==> src/rtl/dpg_pkg.sv <==
// Package: shared types for the dual pin gate.
// Assumes: one configuration record per output, cleared by reset.
package dpg_pkg;

    // Per-output configuration held between writes
    typedef struct packed {
        logic pin_off;   // 1: pin ignored, output follows command bit
        logic and_mode;  // 1: AND merge, 0: OR merge
    } gate_cfg_t;

    localparam gate_cfg_t CFG_RESET = '{pin_off: 1'b0, and_mode: 1'b0};

endpackage

==> src/rtl/dpg_pin_sync.sv <==
// Module: multi-stage synchronizer for asynchronous input pins.
// Assumes: STAGES >= 2; each bit is an independent level signal.
module dpg_pin_sync #(
    parameter int W      = 2,
    parameter int STAGES = 2
) (
    input  logic         clk,
    input  logic         rst_n,
    input  logic [W-1:0] din,
    output logic [W-1:0] dout
);

    logic [W-1:0] pipe_q [STAGES];

    // Shift pin levels through the flop chain, cleared on reset
    always_ff @(posedge clk) begin
        if (!rst_n) begin
            for (int k = 0; k < STAGES; k++) pipe_q[k] <= '0;
        end else begin
            pipe_q[0] <= din;
            for (int k = 1; k < STAGES; k++) pipe_q[k] <= pipe_q[k-1];
        end
    end

    assign dout = pipe_q[STAGES-1];

endmodule

==> src/rtl/dpg_cfg_bank.sv <==
// Module: per-output configuration registers loaded from a decoded write.
// Assumes: the select field sits at SEL_BIT downward; only the picked
// output is updated, and the update is visible after the write edge.
module dpg_cfg_bank
    import dpg_pkg::*;
#(
    parameter int N_OUT    = 2,
    parameter int DATA_W   = 8,
    parameter int SEL_BIT  = 7,
    parameter int OFF_BIT  = 1,
    parameter int MODE_BIT = 0
) (
    input  logic                  clk,
    input  logic                  rst_n,
    input  logic                  wr_en,
    input  logic [DATA_W-1:0]     wr_data,
    output gate_cfg_t [N_OUT-1:0] cfg_q
);

    localparam int SEL_W = (N_OUT > 1) ? $clog2(N_OUT) : 1;

    logic [SEL_W-1:0] sel;
    logic             unused_data;

    // Extract the target-output field of the written byte
    assign sel         = wr_data[SEL_BIT -: SEL_W];
    assign unused_data = ^wr_data;

    for (genvar i = 0; i < N_OUT; i++) begin : g_slot
        // Load this output's settings when the write targets it
        always_ff @(posedge clk) begin
            if (!rst_n) begin
                cfg_q[i] <= CFG_RESET;
            end else if (wr_en && (sel == SEL_W'(i))) begin
                cfg_q[i].pin_off  <= wr_data[OFF_BIT];
                cfg_q[i].and_mode <= wr_data[MODE_BIT];
            end
        end
    end

endmodule

==> src/rtl/dpg_merge.sv <==
// Module: combinational merge of synchronized pin and command bit.
// Assumes: inputs are already synchronous to clk.
module dpg_merge
    import dpg_pkg::*;
#(
    parameter int N_OUT = 2
) (
    input  gate_cfg_t [N_OUT-1:0] cfg,
    input  logic [N_OUT-1:0]      pin_s,
    input  logic [N_OUT-1:0]      cmd,
    output logic [N_OUT-1:0]      drive
);

    for (genvar i = 0; i < N_OUT; i++) begin : g_out
        // Pick command-only, AND or OR merge for this output
        always_comb begin
            if (cfg[i].pin_off)       drive[i] = cmd[i];
            else if (cfg[i].and_mode) drive[i] = pin_s[i] & cmd[i];
            else                      drive[i] = pin_s[i] | cmd[i];
        end
    end

endmodule

==> src/rtl/dual_pin_gate.sv <==
// Module: top of the dual direct-pin gate.
// Assumes: cfg_wr is a single-cycle decoded strobe; cmd_bits are synchronous
// levels; pin_raw is asynchronous and gets synchronized here.
module dual_pin_gate
    import dpg_pkg::*;
#(
    parameter int N_OUT       = 2,
    parameter int DATA_W      = 8,
    parameter int SEL_BIT     = 7,
    parameter int OFF_BIT     = 1,
    parameter int MODE_BIT    = 0,
    parameter int SYNC_STAGES = 2
) (
    input  logic              clk,
    input  logic              rst_n,
    input  logic              cfg_wr,
    input  logic [DATA_W-1:0] cfg_data,
    input  logic [N_OUT-1:0]  cmd_bits,
    input  logic [N_OUT-1:0]  pin_raw,
    output logic [N_OUT-1:0]  drive_out
);

    gate_cfg_t [N_OUT-1:0] cfg_q;
    logic [N_OUT-1:0]      pin_s;

    dpg_pin_sync #(.W(N_OUT), .STAGES(SYNC_STAGES)) u_sync (
        .clk  (clk),
        .rst_n(rst_n),
        .din  (pin_raw),
        .dout (pin_s)
    );

    dpg_cfg_bank #(
        .N_OUT(N_OUT), .DATA_W(DATA_W), .SEL_BIT(SEL_BIT),
        .OFF_BIT(OFF_BIT), .MODE_BIT(MODE_BIT)
    ) u_cfg (
        .clk    (clk),
        .rst_n  (rst_n),
        .wr_en  (cfg_wr),
        .wr_data(cfg_data),
        .cfg_q  (cfg_q)
    );

    dpg_merge #(.N_OUT(N_OUT)) u_merge (
        .cfg  (cfg_q),
        .pin_s(pin_s),
        .cmd  (cmd_bits),
        .drive(drive_out)
    );

endmodule

==> config.mk <==
export PLATFORM = sky130hd
export DESIGN_NAME = dual_pin_gate
export DESIGN_NICKNAME = d
export VERILOG_FILES = /design/src/rtl/dpg_pkg.sv /design/src/rtl/dpg_pin_sync.sv /design/src/rtl/dpg_cfg_bank.sv /design/src/rtl/dpg_merge.sv /design/src/rtl/dual_pin_gate.sv
export SDC_FILE = /design/constraint.sdc
export NUM_CORES = 1
export LEC_CHECK = 0
export ABC_CLOCK_PERIOD_IN_PS = 1000
export BUFFER_PORTS_ARGS = -buffer_cell sky130_fd_sc_hd__buf_2
export CAP_MARGIN = 5
export CORE_AREA = 2 2 39 41
export CTS_CLUSTER_DIAMETER = 120
export CTS_CLUSTER_SIZE = 16
export DETAILED_ROUTE_END_ITERATION = 12
export DIE_AREA = 0 0 41 43
export SLEW_MARGIN = 10
export SYNTH_ARGS = -nofsm -noshare
export SYNTH_HDL_FRONTEND = slang
export SYNTH_SLANG_ARGS = --single-unit
export TNS_END_PERCENT = 20
==> constraint.sdc <==
create_clock -name clk -period 1 [get_ports clk]
set_clock_uncertainty 0.15 [all_clocks]
set_input_delay 0.05 -clock clk [delete_from_list [all_inputs] [get_ports clk]]
set_output_delay 0.05 -clock clk [all_outputs]
set_load 0.01 [all_outputs]
# Word level (Yosys, flattened, before mapping)
# Memory sizes are Yosys's and may differ from the RTL's.
# Cells that the tools add are included.
[classes] mux=8 n_bitwise=7 n_reduce_logical=2
[ops] op="$mux W1" count=6
[ops] op="$mux W2" count=2
[ops] op="$or A1 B1 Y1" count=4
[ops] op="$and A1 B1 Y1" count=2
[ops] op="$logic_and A1 B1 Y1" count=2
[ops] op="$not A1 Y1" count=1
[totals] reg_bits=4 ram_bits=4 out_inout_bits=2 word_cells=22 memories=1
[mem_list] name="u_sync.pipe_q" depth=2 word_bits=2 rd=2 rd_clocked_by_memory_dff=0 wr=2 line_no="dpg_pin_sync.sv:13" rtl="logic [W-1:0] pipe_q [STAGES];"

# Depth between registers and ports, before layout
[depth] depth_word=3 ltp_mapped=3 ltp_nobuf=3

# Modules after synthesis
# A second synthesis with hierarchy kept.
[hier_totals] cells_unflattened=32 hier_area_um2=327.8
[modules_own_cells] module="dpg_cfg_bank" instances=1 cells_each=16 area_per_inst_um2=162.7 seq_area_each_um2=80.1
[modules_own_cells] module="dpg_pin_sync" instances=1 cells_each=10 area_per_inst_um2=120.1 seq_area_each_um2=80.1
[modules_own_cells] module="dpg_merge" instances=1 cells_each=6 area_per_inst_um2=45.0 seq_area_each_um2=0.0

# Worst setup path before layout
# No wires, ideal clock.
[synth_timing] path_kind="register -> output" start="register u_cfg.cfg_q[3] (netlist name)" end="output drive_out[1]" arrival_time_ns=0.660 path_slack_ns=0.140 stages_incl_launch_ff=4 n_path_buf=0 path_cell_list="dfxtp_1 inv_1 a21oi_1 o21ai_0"
[synth_between] elab_chain_len=1
[synth_lines] element="$mux W1" line_no="dpg_merge.sv:17" rtl="if (cfg[i].pin_off) drive[i] = cmd[i];"
[synth_lines] element="end: declaration" line_no="dual_pin_gate.sv:20" rtl="output logic [N_OUT-1:0] drive_out"
# No other way between the ends.

# Worst setup path after layout
[layout_timing] start="register u_cfg.cfg_q[1] (netlist name)" end="output drive_out[0]"
[layout_between] elab_chain_len=1
[layout_lines] element="$mux W1" line_no="dpg_merge.sv:17"
# No other way between the ends.

==> flow_summary_export.csv <==
group,metric,value,unit
status,status,"finished with violations",
status,failed_checks,"negative setup slack",
die,start_util,22.1,%
clock_tree,cts_buffer_depth,2,
route,drt-initial-drc-count,4,
worst_setup_path,worstPathArrival,930,ps
worst_setup_path,r2r_end,"u_cfg.cfg_q[1]$_SDFFE_PN0P_",
hold_path,min_to,"u_cfg.cfg_q[3]$_SDFFE_PN0P_",
worst_setup_path,worst_setup_path_end_kind,"output pin",
synth,synth_seq_cells,8,
sta,finalSetupViolations,2,
global_routing,grt_pass1_vias,262,
pwr,power,671,uW
cells_and_area,drive_gt1_share,37.7,%
sta,finalHoldViolations,0,
synth,yosysTopAreaCellShare,52.5,%
flow_run,drv_cap,0,
synth,syn_inst,32,
worst_setup_path,r2r_slack,240,ps
pwr,peakVddDrop,0.000373,V
global_routing,grt_max_degree,9,
synth,netlist_area,305,um^2
synth,ys_seq_area_share,52.5,%
sta,tns,-238,ps
synth,yosys_warnings,0,
synth,yosysTopAreaCell,"dfxtp_1",
synth,synth.distinct_cells,11,
hold_path,hp-start,"cfg_data[7]",
worst_setup_path,critical_path.slowest_cell,"dfxtp_2",
global_routing,gr-usage-all-layers,7.54,%
route,dr.pass1.iters,4,
sta,period_share,113,%
sta,drv_slew,0,
sta,whs,14.4,ps
sta,setup_ws,-128,ps
route,ant_nets,0,
die,fp.dieH,43,um
route,vias_per_cell,3.83,
global_routing,overflow,0,
sta,max_freq,886,MHz
synth,synth_area_leaders,"dfxtp_1, and2_1, mux2i_1",
hold_path,hold_path_depth,4,
worst_setup_path,reg2reg_depth,2,
die,dieWidth,41,um
sta,slew_headroom,91.9,%
global_routing,antenna_found_initial,0,
die,die_area,1760,um^2
route,wirelength,549,um
clock_tree,cts_tree,"done",
worst_setup_path,crit_path_max_fanout,3,
route,routedWlPerCell,7.96,um
clock_tree,htree_levels,1,
synth,synth.avg_cell_area,9.54,um^2
pwr,leakagePower,0.000219,uW
clock_tree,clkLatencyLatePin,240,ps
clock_tree,clkSlewWorstSetupHoldPaths,50,ps
worst_setup_path,cp.required,800,ps
global_routing,grt_pass1_wl,848,um
place,place.gp.congestion,0.564,
worst_setup_path,path_delay_family,"flip-flops",
route,vias,264,
sta,period_needed,1130,ps
cells_and_area,instances_no_fill,69,
worst_setup_path,crit_chain,"inv_2 -> a21oi_2 -> o21ai_1 -> buf_2",
worst_setup_path,path_buf_inv,2,
cells_and_area,area_growth,59.8,%
synth,syn_nets,47,
die,core-area,1380,um^2
worst_setup_path,path_class,"reg -> out",
route,route.detailed.drc,0,
die,io_pins,17,
clock_tree,cts_root_buffer,"clkbuf_4",
worst_setup_path,r2r-start,"u_cfg.cfg_q[1]$_SDFFE_PN0P_",
hold_path,hold_path.class,"in -> reg",
worst_setup_path,crit_path_start_kind,"register",
place,hpwl,364,um
worst_setup_path,critical-path-max-stage-delay,340,ps
pwr,cellPowerDensity,1380,nW/um^2
sta,rsz0062_at_grt,"yes",
place,port_buffers,11,
clock_tree,cts_sinks,8,
cells_and_area,nets,70,
clock_tree,cts_buffers,3,
sta,worst_pin_slew,117,ps
clock_tree,post-cts-setup-buffer-count,0,
die,placementRows,14,
cells_and_area,n_antenna_cell,0,
place,dp_cells,59,
-- metal layers --
metal	global-route usage, %	wire, um	vias up
met5	0	0	-
met4	8.00	0	0
met3	3.14	54	0
met2	11.3	234	10
met1	6.77	260	104
li1	-	-	150
-- placed cells by master, fill, tap and decap left out, drive strengths merged --
master / count
nand3: 2
inv: 2
a21oi: 2
and2: 4
dfxtp: 8
o21ai: 4
clkbuf: 3
nor2b: 3
nand2: 3
buf: 11
dlymetal6s4s: 2
dlygate4sd3: 5
mux2i: 2
a21boi: 2
-- what timing repair did --
item,in CTS,in global routing
endpoints found under the hold margin,8,0
gates resized for setup,6,5
pin swaps,0,1
hold buffers,7,0
endpoints found under the setup margin,2,4
-- worst max path at each step --
stage	start	to	cells past startpoint
2_1_floorplan	u_cfg.cfg_q[3]$_SDFFE_PN0P_	drive_out[1]	3
3_3_place_gp	u_cfg.cfg_q[1]$_SDFFE_PN0P_	drive_out[0]	4
3_5_place_dp	u_cfg.cfg_q[1]$_SDFFE_PN0P_	drive_out[0]	4
4_1_cts	u_cfg.cfg_q[1]$_SDFFE_PN0P_	drive_out[0]	4
5_1_grt	u_cfg.cfg_q[1]$_SDFFE_PN0P_	drive_out[0]	4
6_report	u_cfg.cfg_q[1]$_SDFFE_PN0P_	drive_out[0]	4
-- layout make-up --
type	count	area, um^2
clock buffer	3	22.5
fill	153	896
inverter	2	7.51
multi-input combinational	22	145
sequential	8	163
tap	16	20.0
timing repair buffer	18	130
-- cell usage after synthesis --
| master | number |
|---|---|
| mux2i_1 | 2 |
| a21oi_1 | 2 |
| inv_1 | 2 |
| o21ai_0 | 4 |
| and2_1 | 4 |
| a21boi_0 | 2 |
| nand2_1 | 3 |
| nand3_1 | 2 |
| nor2b_1 | 2 |
| dfxtp_1 | 8 |
| nor2b_4 | 1 |
-- cell families (layout without fill, tap and decap cells) --
logic type / count (synthesis) / count (layout) / synth area share, %
DFF: 8 / 8 / 52.5
and+or+nand+nor: 12 / 12 / 23.8
AOI/OAI and AO/OA: 8 / 8 / 14.8
muxes: 2 / 2 / 6.56
buffers and inverters: 2 / 23 / 2.46
-- worst min-delay path, stage by stage --
cell      delay, ps
buf_2           120
nand2_1          70
nand2_1          60
a21boi_0         70
-- per-stage QoR --
stage | util, % | cell area (um^2) | setup slack, ps
CTS | 34.4 | 475 | -150
global placement | 27.5 | 380 | 126
finish | 35.3 | 488 | -128
floorplan | - | 305 | 140
global route | 35.3 | 488 | -197
detailed placement | 27.5 | 380 | 98.3
-- sequential cells by signal, indices dropped and copies added, names as in the netlist --
register,cells
u_sync.pipe_q,4
u_cfg.cfg_q,4
-- power by group --
| group | switching, uW | internal, uW |
|---|---|---|
| clock network | 96.2 | 136 |
| logic | 36.0 | 59.5 |
| registers | 7.45 | 335 |
| total | 140 | 531 |
Note: power is estimated with default switching activity, not from simulation.
